File: config.mk
export PLATFORM = sky130hd
export DESIGN_NAME = lin_hdr_margin
export DESIGN_NICKNAME = d
export VERILOG_FILES = /design/src/rtl/lin_hdr_margin.sv
export SDC_FILE = /design/constraint.sdc
export NUM_CORES = 1
export LEC_CHECK = 0
export ABC_AREA = 1
export BUFFER_PORTS_ARGS = -buffer_cell sky130_fd_sc_hd__buf_4
export CORE_MARGIN = 2
export CORE_UTILIZATION = 45
export DETAILED_ROUTE_END_ITERATION = 6
export PLACE_DENSITY = 0.67
export SLEW_MARGIN = 20
export SYNTH_ARGS = -nofsm -noshare
export SYNTH_HDL_FRONTEND = slang
export SYNTH_SLANG_ARGS = --single-unit
File: constraint.sdc
create_clock -name clk -period 1.5 [get_ports clk]
set_clock_uncertainty 0.2 [all_clocks]
set_input_delay 0.3 -clock clk [delete_from_list [all_inputs] [get_ports clk]]
set_output_delay 0.3 -clock clk [all_outputs]
set_load 0.05 [all_outputs]
File: src/rtl/lin_hdr_margin.sv
module lin_hdr_margin #(
  parameter int TICKS_PER_BIT = 16,
  parameter int LIMIT_BITS    = 57
) (
  input  logic       clk,
  input  logic       rst_n,
  input  logic       tick,
  input  logic       brk_fall,
  input  logic       brk_det,
  input  logic       hdr_ok,
  input  logic       hdr_tmo,
  input  logic       slave,
  input  logic       auto_sync_en,
  input  logic       hdr_det_en,
  input  logic       rd_stb,
  output logic [7:0] rd_data
);
  localparam int LIMIT_TICKS = LIMIT_BITS * TICKS_PER_BIT;
  localparam int CNT_W       = $clog2(2 * LIMIT_TICKS);
  localparam int SH          = $clog2(TICKS_PER_BIT) - 2;
  localparam int RND         = 1 << (SH - 1);
  localparam logic [CNT_W:0]   LIM_R   = (LIMIT_TICKS + RND);
  localparam logic [CNT_W-1:0] CNT_MAX = '1;

  logic [CNT_W-1:0] count;
  logic             running;
  logic [7:0]       hdr_len;
  logic [CNT_W:0]   diff, quarters;
  logic [7:0]       code;

  always_ff @(posedge clk or negedge rst_n) begin
    if (!rst_n) begin
      count   <= '0;
      running <= 1'b0;
    end else if (brk_fall) begin
      count   <= '0;
      running <= 1'b1;
    end else begin
      if (hdr_ok || hdr_tmo) running <= 1'b0;
      if (running && tick && count != CNT_MAX) count <= count + 1'b1;
    end
  end

  assign diff     = ({1'b0, count} >= LIM_R) ? '0 : LIM_R - {1'b0, count};
  assign quarters = diff >> SH;
  assign code     = (quarters > (CNT_W+1)'(252)) ? 8'hFC : quarters[7:0];

  always_ff @(posedge clk or negedge rst_n) begin
    if (!rst_n)       hdr_len <= 8'h00;
    else if (hdr_tmo) hdr_len <= 8'h00;
    else if (brk_det) hdr_len <= 8'hFF;
    else if (hdr_ok)  hdr_len <= code;
  end

  assign rd_data = (rd_stb && slave && (auto_sync_en || hdr_det_en)) ? hdr_len : 8'h00;
endmodule


==> results by group, run 1 <==
GRT
  – First-pass GRT wire length: approximately 7600 microns
  – Overall Global Routing Usage: 0.240
  – Number of antenna violations at the first check in global routing: 0
  – Congestion Overflow GR: 0
  – Maximum number of pins on one net before global-route repair: 21
  – Via count of the first global-routing pass: 1725

Critical path
  – Crit-path slowest cell: dfrtp_1
  – Most frequent cell on the critical path: nand2_1
  – Kind of cell adding the most delay to the critical path: simple AND/OR/NAND/NOR gates
  – Launch instance of the worst register-to-register path: count[1]
  – Worst endpoint data arrival time: approximately 1.8 ns
  – Top fanout value on the critical path: 4
  – Path length in cells of the critical path: 11
  – Critical setup path kind: reg -> reg
  – Launch point of the worst path: count[1]
  – Delay of the slowest cell on the worst path: ~0.44 ns
  – Kind of end point of the critical path: flop
  – Critical register-to-register path endpoint: hdr_len[3]
  – Worst path buffer plus inverter count: 2
  – Worst-case reg-to-reg path depth: 11
  – Worst setup endpoint: hdr_len[3]
  – Data required time at the worst endpoint: 1.55 ns
  – Slack of the worst reg-to-reg path: -0.20 ns
  – Cell-by-cell listing of the critical path: buf_6 > ha_4 > inv_4 > nor3_4 > nand2_1 > nand3_2 > a21oi_4 > nand2_1 > nand2_1 > nand2_1 > nand2_1
  – Kind of launch point of the worst setup path: flop

Yosys
  – Cell taking the most area after synthesis: dfrtp_1
  – Share of synthesized registers carrying an async set or reset: 1.00
  – Mapped Avg Cell Area: approximately 6.8 sq um
  – Post-synthesis instance total: about 230
  – Distinct cells, synth: 33
  – Netlist area before placement: between 1500 and 2000 sq um
  – Number of enable-type register cells in the synthesized netlist: 0
  – Leading cell types by count after synthesis: 80 x nand2_1, 26 x nor2_1, 24 x inv_1
  – Most repeated cell in the gate-level netlist after synthesis: nand2_1
  – Biggest area contributors in the synthesized netlist: dfrtp_1 32%, nand2_1 19%, nor2_1 6.3%, inv_1 5.8%, nand3_1 4.8%
  – Share of the synthesized area in the top cell type: 0.321
  – Mapped Nets: about 240
  – Number of synthesized register bits: 20
  – Register area share after synthesis: 0.321
  – Yosys warnings: 0
  – Main flop type after synthesis: dfrtp_1

Status
  – Outcome: finished with violations
  – Violated checks: setup timing

Clock tree
  – CTS Root Cell: clkbuf_4
  – Clock latency reported for the late side of the worst-skew pair: approximately 0.30 ns
  – CTS tree: done
  – Maximum buffer depth of the clock tree: 2
  – Number of H-tree branching levels: 1
  – Clk sink count: 20
  – Cts bufs inserted: 3
  – Clock slew seen by the registers of the worst setup and hold paths: around 0.12 ns

Min path
  – HP Class: in -> reg

Layout
  – Layout fillers: about 270
  – Ratio of cells with drive above 1 in the final layout: 0.482
  – Layout area overhead: 56.3%
  – Nets: between 300 and 400
  – Filler-free cell count of the finished design: approximately 350
  – Register area: just over 500 sq um
  – Area of the multi-input gates: 1070 sq um
  – Number of antenna diodes: 0

Floorplanning
  – Horizontal die dimension: 62.9 microns
  – Core ar.: 3340 sq um
  – Die footprint: 3950 sq um
  – Initial core utilization: 0.468
  – I/O pin count: 19
  – Placement row count: 21
  – Die height: roughly 63 microns

Route
  – Number of antenna-violating nets in the routed design: 0
  – Average routed wire per standard cell: around 12 microns
  – First drt pass iteration count: 4
  – First DRT Iteration DRCs: 78
  – Post-detailed-route DRC marker count: 0
  – Via density: between 4 and 5
  – Aggregate routed wire length: ~4400 microns
  – Overall via count from detail_route: approximately 1700

Power and ir drop
  – Portion of total power attributed to the clock network: 0.348
  – Power share of the combinational group: 0.204
  – Cell internal pwr: ~940 uW
  – Largest vdd supply drop: between 0.3 and 0.4 mV
  – Switching portion of total power: 0.268
  – Psw: roughly 340 uW
  – Power per cell area: roughly 530 nW/um^2
  – Sequential share of power: 0.448
  – Total power: 1290 uW
  – Static Leak: roughly 0.0012 uW

Placed design
  – Global placement routability congestion: roughly 0.85
  – Post-detailed-placement half-perimeter wirelength: approximately 3100 microns
  – Number of buffers inserted by port buffering: 18
  – Placed cells: 334

STA
  – Setup repair after global routing missed its margin: true
  – Min Clock Period, post-route: 1.70 ns
  – Maximum achievable frequency: between 500 and 600 MHz
  – Transition at the pin with the smallest max-transition slack: just over 0.5 ns
  – Portion of the clock cycle consumed by the worst path in the final layout: 1.14
  – Max Slew Vio Count: 0
  – Final count of negative-setup-slack endpoints: 26
  – Slack of the critical path: -0.203 ns
  – Hold Violations, Final: 0
  – Slew headroom: 0.657

Run
  – Max-cap violations: 0
[worst register-to-register path: cells and delay by family, from the launching register on]
kind	cells	cell delay [ns]
buffers and inverters	2	0.20
DFF	1	0.44
adders and majority gates	1	0.16
and+or+nand+nor	7	0.46
AOI/OAI and AO/OA	1	0.18
[cells by family (layout without fill, tap and decap cells)]
logic type,Yosys count,count (layout),synth area share
buffers and inverters,36,110,0.103
and+or+nand+nor,152,152,0.464
AOI/OAI and AO/OA,15,15,0.0634
DFF,20,20,0.321
adders and majority gates,2,2,0.0160
xor gates and xnor gates,6,6,0.0337
[layer usage]
metal | vias to the layer above | global-route usage | wire length [microns]
li1 | 870 | - | -
met1 | 797 | 0.299 | 1990
met2 | 34 | 0.430 | 2220
met3 | 8 | 0.0216 | 100
met4 | 0 | 0.0861 | 76
met5 | - | 0 | 0
[state kept, by name, summed over array words and instances (netlist names)]
register and flops:
hdr_len 8, count 11, running 1
[through the flow]
| stage | worst slack, ns | hold WS (ns) | utilization | TNS [ns] | cell area [sq um] |
|---|---|---|---|---|---|
| 6_report | -0.203 | 0.0433 | 0.731 | -3.41 | 2440 |
| 5_1_grt | -0.299 | 0.0558 | 0.731 | -5.40 | 2440 |
| 4_1_cts | -0.212 | 0.0614 | 0.687 | -3.15 | 2290 |
| 3_5_place_dp | -0.261 | -0.00152 | 0.619 | -3.62 | 2060 |
| 3_3_place_gp | -0.226 | -0.00496 | 0.619 | -3.20 | 2060 |
| 2_1_floorplan | -0.198 | -0.196 | - | -3.11 | 1580 |
[timing repair]
action	in CTS	in global routing
endpoints found under the setup margin	27	27
buffers inserted	7	5
hold buffers	1	0
pin swaps	15	11
cloned	0	0
resized for setup	27	37
hold endpoints to repair	20	0
[final cells by class]
cell class                 instances  area share
timing repair buffer              74       0.255
tap                               46      0.0236
sequential                        20       0.207
clock buffer                       3     0.00924
clock inverter                     1      0.0123
inverter                          32      0.0544
multi-input combinational        175       0.438
[how the worst min path moves through the flow]
stage	cells past startpoint	startpoint	endpoint
floorplan	0	rst_n	count[0]
global placement	1	rst_n	count[5]
detailed placement	1	rst_n	count[5]
CTS	2	brk_fall	count[10]
global route	2	brk_fall	count[10]
finish	2	brk_fall	count[10]
[layout by cell type (no fill, tap or decap), drive strengths merged, types with 2 or more instances in the layout]
cell type	count
nand2	90
buf	73
nor2	34
inv	32
dfrtp	20
nand3	17
xor2	6
nand4	6
o31ai	5
o21ai	4
a21oi	4
clkbuf	3
nor3	3
ha	2
[power groups by stage]
stage | registers, uW | logic, uW | clock network (uW)
after floorplan | 582 | 107 | 0
after global placement | 584 | 178 | 0
after CTS | 574 | 222 | 455
final | 577 | 263 | 448
after global routing | 580 | 284 | 469
after detailed placement | 585 | 180 | 0
Note: power is estimated with default switching activity, not from simulation.
==> inputs of run 2 (changes only) <==
==> constraint.sdc (replaced) <==
create_clock -name clk -period 1.5 [get_ports clk]
set_clock_uncertainty 0.2 [all_clocks]
set_input_delay 0.3 -clock clk [delete_from_list [all_inputs] [get_ports clk]]
set_output_delay 0.3 -clock clk [all_outputs]
set_load 0.01 [all_outputs]
==> run 2 against run 1 <==
  * The flow still finishes with violations (setup timing)
  * Cell count decreased by 1.1%
  * Worst hold slack got worse by 0.00074 ns
  * Clock power increased by 1%
  * Critical path type unchanged
==> results by group, run 2 (synthesized netlist as in run 1, its figures left out) <==
Route
  – First drt pass iteration count: 4 (unchanged)
  – Number of antenna-violating nets in the routed design: 0 (unchanged)
  – Post-detailed-route DRC marker count: 0 (unchanged)
  – Via density: 4.83 (was 4.87)
  – Aggregate routed wire length: 4160 microns (was 4390 microns)
  – Overall via count from detail_route: 1675 (was 1709)
  – Average routed wire per standard cell: 12.0 microns (was 12.5 microns)
  – First DRT Iteration DRCs: 62 (was 78)

Floorplanning
  – Horizontal die dimension: 62.9 microns (unchanged)
  – Die footprint: 3950 sq um (unchanged)
  – Core ar.: 3340 sq um (unchanged)
  – Placement row count: 21 (unchanged)
  – I/O pin count: 19 (unchanged)
  – Initial core utilization: 0.468 (unchanged)
  – Die height: 62.9 microns (unchanged)

Layout
  – Number of antenna diodes: 0 (unchanged)
  – Layout fillers: 280 (was 268)
  – Largest register FFs: 11 (unchanged)
  – Layout area overhead: 50.8% (was 56.3%)
  – Area of the multi-input gates: 1030 sq um (was 1070 sq um)
  – Register area: 509 sq um (was 505 sq um)
  – Ratio of cells with drive above 1 in the final layout: 0.475 (was 0.482)
  – Final Util: 0.705 (was 0.731)
  – Top library cells by usage in the layout, fill and taps aside: 76 x nand2_1, 61 x buf_4, 17 x inv_1 (was 73 x nand2_1, 59 x buf_4, 17 x nor2_1, 16 x inv_1, 16 x dfrtp_1)
  – Regs by FF count: count x11, hdr_len x8, running x1 (unchanged)
  – Nets: 315 (was 319)
  – Leading cell type in the layout, fill and taps excluded: nand2_1 (unchanged)
  – Post-route standard cell area excluding fillers: 2350 sq um (was 2440 sq um)
  – Largest Register: count (unchanged)

Clock tree
  – Number of H-tree branching levels: 1 (unchanged)
  – Maximum buffer depth of the clock tree: 2 (unchanged)
  – CTS Root Cell: clkbuf_4 (unchanged)
  – CTS tree: done (unchanged)
  – Cts bufs inserted: 3 (unchanged)
  – Clock latency reported for the late side of the worst-skew pair: 0.32 ns (was 0.30 ns)
  – Clk sink count: 20 (unchanged)
  – Clock slew seen by the registers of the worst setup and hold paths: 0.12 ns (about the same)

Placed design
  – Area post-placement: 2070 sq um (was 2060 sq um)
  – Global placement routability congestion: 0.848 (was 0.853)
  – Pre-CTS setup slack: -0.237 ns (was -0.261 ns)
  – Number of buffers inserted by port buffering: 18 (unchanged)
  – Post-detailed-placement half-perimeter wirelength: 3010 microns (was 3080 microns)

STA
  – Slew headroom: 0.663 (was 0.657)
  – Hold Violations, Final: 0 (unchanged)
  – Transition at the pin with the smallest max-transition slack: 0.504 ns (was 0.512 ns)
  – Portion of the clock cycle consumed by the worst path in the final layout: 1.17 (was 1.14)
  – Final count of negative-setup-slack endpoints: 18 (was 26)
  – Setup repair after global routing missed its margin: true (unchanged)
  – Min Clock Period, post-route: 1.75 ns (was 1.70 ns)
  – Maximum achievable frequency: 572 MHz (was 587 MHz)
  – Max Slew Vio Count: 0 (unchanged)
  – Slack of the critical path: -0.249 ns (was -0.203 ns)

Critical path
  – Critical setup path kind: reg -> reg (unchanged)
  – Kind of launch point of the worst setup path: flop (unchanged)
  – Kind of end point of the critical path: flop (unchanged)
  – Data required time at the worst endpoint: 1.52 ns (was 1.55 ns)
  – Top fanout value on the critical path: 6 (was 4)
  – Worst endpoint data arrival time: 1.77 ns (was 1.75 ns)

Power and ir drop
  – Power per cell area: 529 nW/um^2 (was 528 nW/um^2)
  – Largest vdd supply drop: 0.419 mV (was 0.359 mV)
  – Static Leak: 0.00121 uW (was 0.00124 uW)

GRT
  – First-pass GRT wire length: 7010 microns (was 7620 microns)
  – Overall Global Routing Usage: 0.222 (was 0.240)
  – Maximum number of pins on one net before global-route repair: 21 (unchanged)
  – Number of antenna violations at the first check in global routing: 0 (unchanged)
  – Congestion Overflow GR: 0 (unchanged)
  – Via count of the first global-routing pass: 1579 (was 1725)

Status
  – Violated checks: setup timing (unchanged)
  – Outcome: finished with violations (unchanged)

Min path
  – HP Class: in -> reg (unchanged)

Run
  – Max-cap violations: 0 (unchanged)
==> run 2: cell types whose count changed in the layout (fill, tap and decap cells not counted), sizes merged <==
cell	previous run	this run
buf	73	69
clkinv	0	1
inv	32	31
==> run 2: worst paths after layout <==
| check | slack (ns) | end | cells past startpoint | startpoint |
|---|---|---|---|---|
| min in group asynchronous | 0.19 | count[4] | 2 | rst_n |
| min | 0.04 | count[10] | 2 | brk_fall |
| min reg2reg | 0.30 | hdr_len[2] | 2 | hdr_len[2] |
| max reg2reg | -0.25 | count[9] | 9 | count[0] |
| max | -0.25 | count[9] | 9 | count[0] |
| max in group asynchronous | 0.69 | count[7] | 2 | rst_n |
==> run 2: critical path, cell delays in order (launching register included) <==
cell,delay (ns)
dfrtp_2,0.47
ha_4,0.18
nand2_2,0.08
inv_2,0.05
nand3_4,0.08
nor2_4,0.04
nand2_4,0.07
nand2_8,0.08
buf_12,0.14
o31ai_1,0.26
==> run 2: metrics by stage <==
stage / power (uW) / setup TNS [ns] / hold slack, ns / instances
6_report: 1240 / -2.98 / 0.0425 / 347
4_1_cts: 1210 / -3.25 / 0.0339 / 342
2_1_floorplan: 666 / -1.43 / -0.196 / 231
3_3_place_gp: 748 / -2.80 / -0.00255 / 333
3_5_place_dp: 750 / -3.29 / -0.00100 / 333
5_1_grt: 1290 / -4.86 / 0.0401 / 347
==> run 2: report_power, final <==
part	switching [uW]	internal [uW]	total, uW
clock	184	271	454
sequential	16.1	561	577
combinational	115	98.8	214
total	315	930	1240
==> run 2: layout make-up <==
| cell class | instances | area share |
|---|---|---|
| sequential | 20 | 0.216 |
| clock inverter | 1 | 0.0128 |
| multi-input combinational | 175 | 0.440 |
| inverter | 32 | 0.0559 |
| clock buffer | 3 | 0.00957 |
| timing repair buffer | 70 | 0.241 |
| tap | 46 | 0.0245 |
==> run 2: routing by layer <==
layer | vias to the layer above | share of wire | GRT usage
li1 | 861 | - | -
met1 | 786 | 0.49 | 0.312
met2 | 23 | 0.48 | 0.355
met3 | 5 | 0.019 | 0.0216
met4 | 0 | 0.015 | 0.0750
met5 | - | 0 | 0
==> run 2: timing repair <==
action	in CTS	in global routing
pin swaps	6	11
setup buffers	4	5
hold buffers	1	0
resized for setup	9	43
hold endpoints to repair	20	0
setup endpoints to repair	19	27
==> inputs of run 3 (changes only) <==
--- a/config.mk
+++ b/config.mk
@@ -10,7 +10,7 @@
 export CORE_MARGIN = 2
 export CORE_UTILIZATION = 45
 export DETAILED_ROUTE_END_ITERATION = 6
-export PLACE_DENSITY = 0.67
+export PLACE_DENSITY = 0.71
 export SLEW_MARGIN = 20
 export SYNTH_ARGS = -nofsm -noshare
 export SYNTH_HDL_FRONTEND = slang
==> run 3 against run 2 <==
  * Clock power barely moved
  * Wire length rose by 18%
  * Sequential share of layout area fell by 1.1 points
  * Via count rose by 8.2%
  * Worst hold slack improved by 0.018 ns
  * Utilization rose by 3.5 points
  * Largest cell class unchanged
  * Critical endpoint is now count[7]
  * Non-clock buffer count rose by 2
  * Cell count rose by 0.58%
  * The run still ends with setup timing left
==> results by group, run 3 (synthesized netlist as in run 1, its figures left out) <==
Layout
  – Leading cell type in the layout, fill and taps excluded: nand2_1 (unchanged)
  – Layout area overhead: 58.2% (was 50.8%)
  – Nets: 317 (was 315)
  – Largest register FFs: 11 (unchanged)
  – Register area: 508 sq um (was 509 sq um)
  – Ratio of cells with drive above 1 in the final layout: 0.525 (was 0.475)
  – Top library cells by usage in the layout, fill and taps aside: 70 x nand2_1, 60 x buf_4, 15 x inv_1, 15 x nand2_2 (was 76 x nand2_1, 61 x buf_4, 17 x inv_1)
  – Number of antenna diodes: 0 (unchanged)
  – Layout fillers: 250 (was 280)
  – Regs by FF count: count x11, hdr_len x8, running x1 (unchanged)
  – Post-route standard cell area excluding fillers: 2470 sq um (was 2350 sq um)
  – Area of the multi-input gates: 1130 sq um (was 1030 sq um)
  – Largest Register: count (unchanged)

Power and ir drop
  – Psw: 324 uW (was 315 uW)
  – Cell internal pwr: 930 uW (about the same)
  – Switching portion of total power: 0.258 (was 0.253)
  – Portion of total power attributed to the clock network: 0.360 (was 0.365)
  – Static Leak: 0.00124 uW (was 0.00121 uW)
  – Sequential share of power: 0.460 (was 0.463)
  – Power per cell area: 508 nW/um^2 (was 529 nW/um^2)
  – Largest vdd supply drop: 0.374 mV (was 0.419 mV)
  – Power share of the combinational group: 0.180 (was 0.172)

Status
  – Violated checks: setup timing (unchanged)
  – Outcome: finished with violations (unchanged)

Floorplanning
  – Die footprint: 3950 sq um (unchanged)
  – Die height: 62.9 microns (unchanged)
  – Core ar.: 3340 sq um (unchanged)
  – Horizontal die dimension: 62.9 microns (unchanged)
  – Initial core utilization: 0.468 (unchanged)
  – Placement row count: 21 (unchanged)
  – I/O pin count: 19 (unchanged)

Clock tree
  – Cts bufs inserted: 3 (unchanged)
  – Clock slew seen by the registers of the worst setup and hold paths: 0.12 ns (about the same)
  – CTS Root Cell: clkbuf_4 (unchanged)
  – Number of H-tree branching levels: 1 (unchanged)
  – Clock latency reported for the late side of the worst-skew pair: 0.30 ns (was 0.32 ns)
  – Maximum buffer depth of the clock tree: 2 (unchanged)
  – Clk sink count: 20 (unchanged)
  – CTS tree: done (unchanged)

Critical path
  – Worst endpoint data arrival time: 1.80 ns (was 1.77 ns)
  – Worst-case reg-to-reg path depth: 11 (was 9)
  – Crit-path slowest cell: dfrtp_2 (unchanged)
  – Critical register-to-register path endpoint: count[7] (was count[9])
  – Top fanout value on the critical path: 6 (unchanged)
  – Data required time at the worst endpoint: 1.52 ns (about the same)
  – Kind of end point of the critical path: flop (unchanged)
  – Critical setup path kind: reg -> reg (unchanged)
  – Delay of the slowest cell on the worst path: 0.43 ns (was 0.47 ns)
  – Launch instance of the worst register-to-register path: count[0] (unchanged)
  – Slack of the worst reg-to-reg path: -0.28 ns (was -0.25 ns)
  – Kind of launch point of the worst setup path: flop (unchanged)
  – Cell-by-cell listing of the critical path: ha_4 > nand2_2 > inv_2 > nand3_4 > nor2_4 > nand2_4 > nand2_8 > inv_8 > nor2_8 > nand2_1 > o31ai_1 (was ha_4 > nand2_2 > inv_2 > nand3_4 > nor2_4 > nand2_4 > nand2_8 > buf_12 > o31ai_1)

Route
  – Via density: 5.19 (was 4.83)
  – Number of antenna-violating nets in the routed design: 0 (unchanged)
  – First drt pass iteration count: 4 (unchanged)
  – First DRT Iteration DRCs: 75 (was 62)
  – Average routed wire per standard cell: 14.1 microns (was 12.0 microns)
  – Post-detailed-route DRC marker count: 0 (unchanged)
  – Aggregate routed wire length: 4930 microns (was 4160 microns)
  – Overall via count from detail_route: 1812 (was 1675)

STA
  – Setup repair after global routing missed its margin: true (unchanged)
  – Hold Violations, Final: 0 (unchanged)
  – Setup TNS: -3.99 ns (was -2.98 ns)
  – Portion of the clock cycle consumed by the worst path in the final layout: 1.19 (was 1.17)
  – Min Clock Period, post-route: 1.78 ns (was 1.75 ns)
  – Final count of negative-setup-slack endpoints: 19 (was 18)
  – Max Slew Vio Count: 0 (unchanged)
  – Maximum achievable frequency: 561 MHz (was 572 MHz)
  – Slew headroom: 0.666 (was 0.663)
  – Slack of the critical path: -0.282 ns (was -0.249 ns)
  – Transition at the pin with the smallest max-transition slack: 0.499 ns (was 0.504 ns)

GRT
  – Congestion Overflow GR: 0 (unchanged)
  – First-pass GRT wire length: 7630 microns (was 7010 microns)
  – Overall Global Routing Usage: 0.241 (was 0.222)
  – Number of antenna violations at the first check in global routing: 0 (unchanged)
  – Maximum number of pins on one net before global-route repair: 21 (unchanged)
  – Via count of the first global-routing pass: 1694 (was 1579)

Placed design
  – Global placement routability congestion: 0.853 (was 0.848)
  – Area post-placement: 2070 sq um (unchanged)
  – Number of buffers inserted by port buffering: 18 (unchanged)
  – Post-detailed-placement half-perimeter wirelength: 3120 microns (was 3010 microns)
  – Pre-CTS setup slack: -0.260 ns (was -0.237 ns)

Min path
  – Launch point of the worst hold path: brk_fall (unchanged)
  – Hold path depth: 2 (unchanged)
  – End point of the worst hold path: count[10] (unchanged)
  – HP Class: in -> reg (unchanged)

Run
  – Max-cap violations: 0 (unchanged)
## run 3: changes by cell type in the layout (fill, tap and decap cells not counted), sizes merged
cell,delta
buf,+2
## run 3: power groups by stage
stage	clock network, uW	registers, uW	logic (uW)
floorplan	0	582	84.4
global placement	0	584	160
detailed placement	0	585	163
CTS	459	575	185
global route	478	580	246
finish	452	577	226
## run 3: how the worst max path moves through the flow
stage / from / endpoint / slack (ns) / depth (start not counted)
after floorplan: count[1] / count[9] / -0.13 / 11
after global placement: count[1] / count[7] / -0.20 / 11
after detailed placement: count[1] / count[5] / -0.26 / 11
after CTS: count[0] / count[5] / -0.20 / 11
after global routing: count[1] / count[9] / -0.36 / 11
final: count[0] / count[7] / -0.28 / 11
## run 3: metal layers
metal	vias up	share of wire	GRT usage
met4	0	0.035	0.0944
li1	864	-	-
met2	65	0.52	0.420
met1	865	0.39	0.304
met3	18	0.051	0.0234
met5	-	0	0
## run 3: repair_timing
item | in CTS | in global routing
hold buffers | 1 | 0
pin swaps | 8 | 17
setup endpoints to repair | 19 | 27
endpoints found under the hold margin | 20 | 0
setup buffers | 7 | 4
gates resized for setup | 21 | 54
## run 3: cell type report
| class | instances | share of cell area |
|---|---|---|
| Tap cell | 46 | 0.0233 |
| Clock buffer | 3 | 0.00912 |
| Sequential cell | 20 | 0.206 |
| Multi-Input combinational cell | 175 | 0.456 |
| Inverter | 32 | 0.0532 |
| Clock inverter | 1 | 0.0122 |
| Timing Repair Buffer | 72 | 0.240 |
## run 3: worst max-delay path: cells and delay by family, from the launching register on
kind            cells  cell delay (ns)
fa+ha+maj           1             0.17
compound gates      1             0.06
simple gates        7             0.69
buf+inv             2             0.14
flops               1             0.43
## run 3: through the flow
stage / total power [uW] / utilization / std cells / hold WS [ns]
after detailed placement: 748 / 0.619 / 333 / -0.00285
after floorplan: 666 / - / 231 / -0.196
after global routing: 1300 / 0.740 / 349 / 0.0611
final: 1250 / 0.740 / 349 / 0.0610
after global placement: 744 / 0.619 / 333 / -0.00410
after CTS: 1220 / 0.676 / 345 / 0.0608
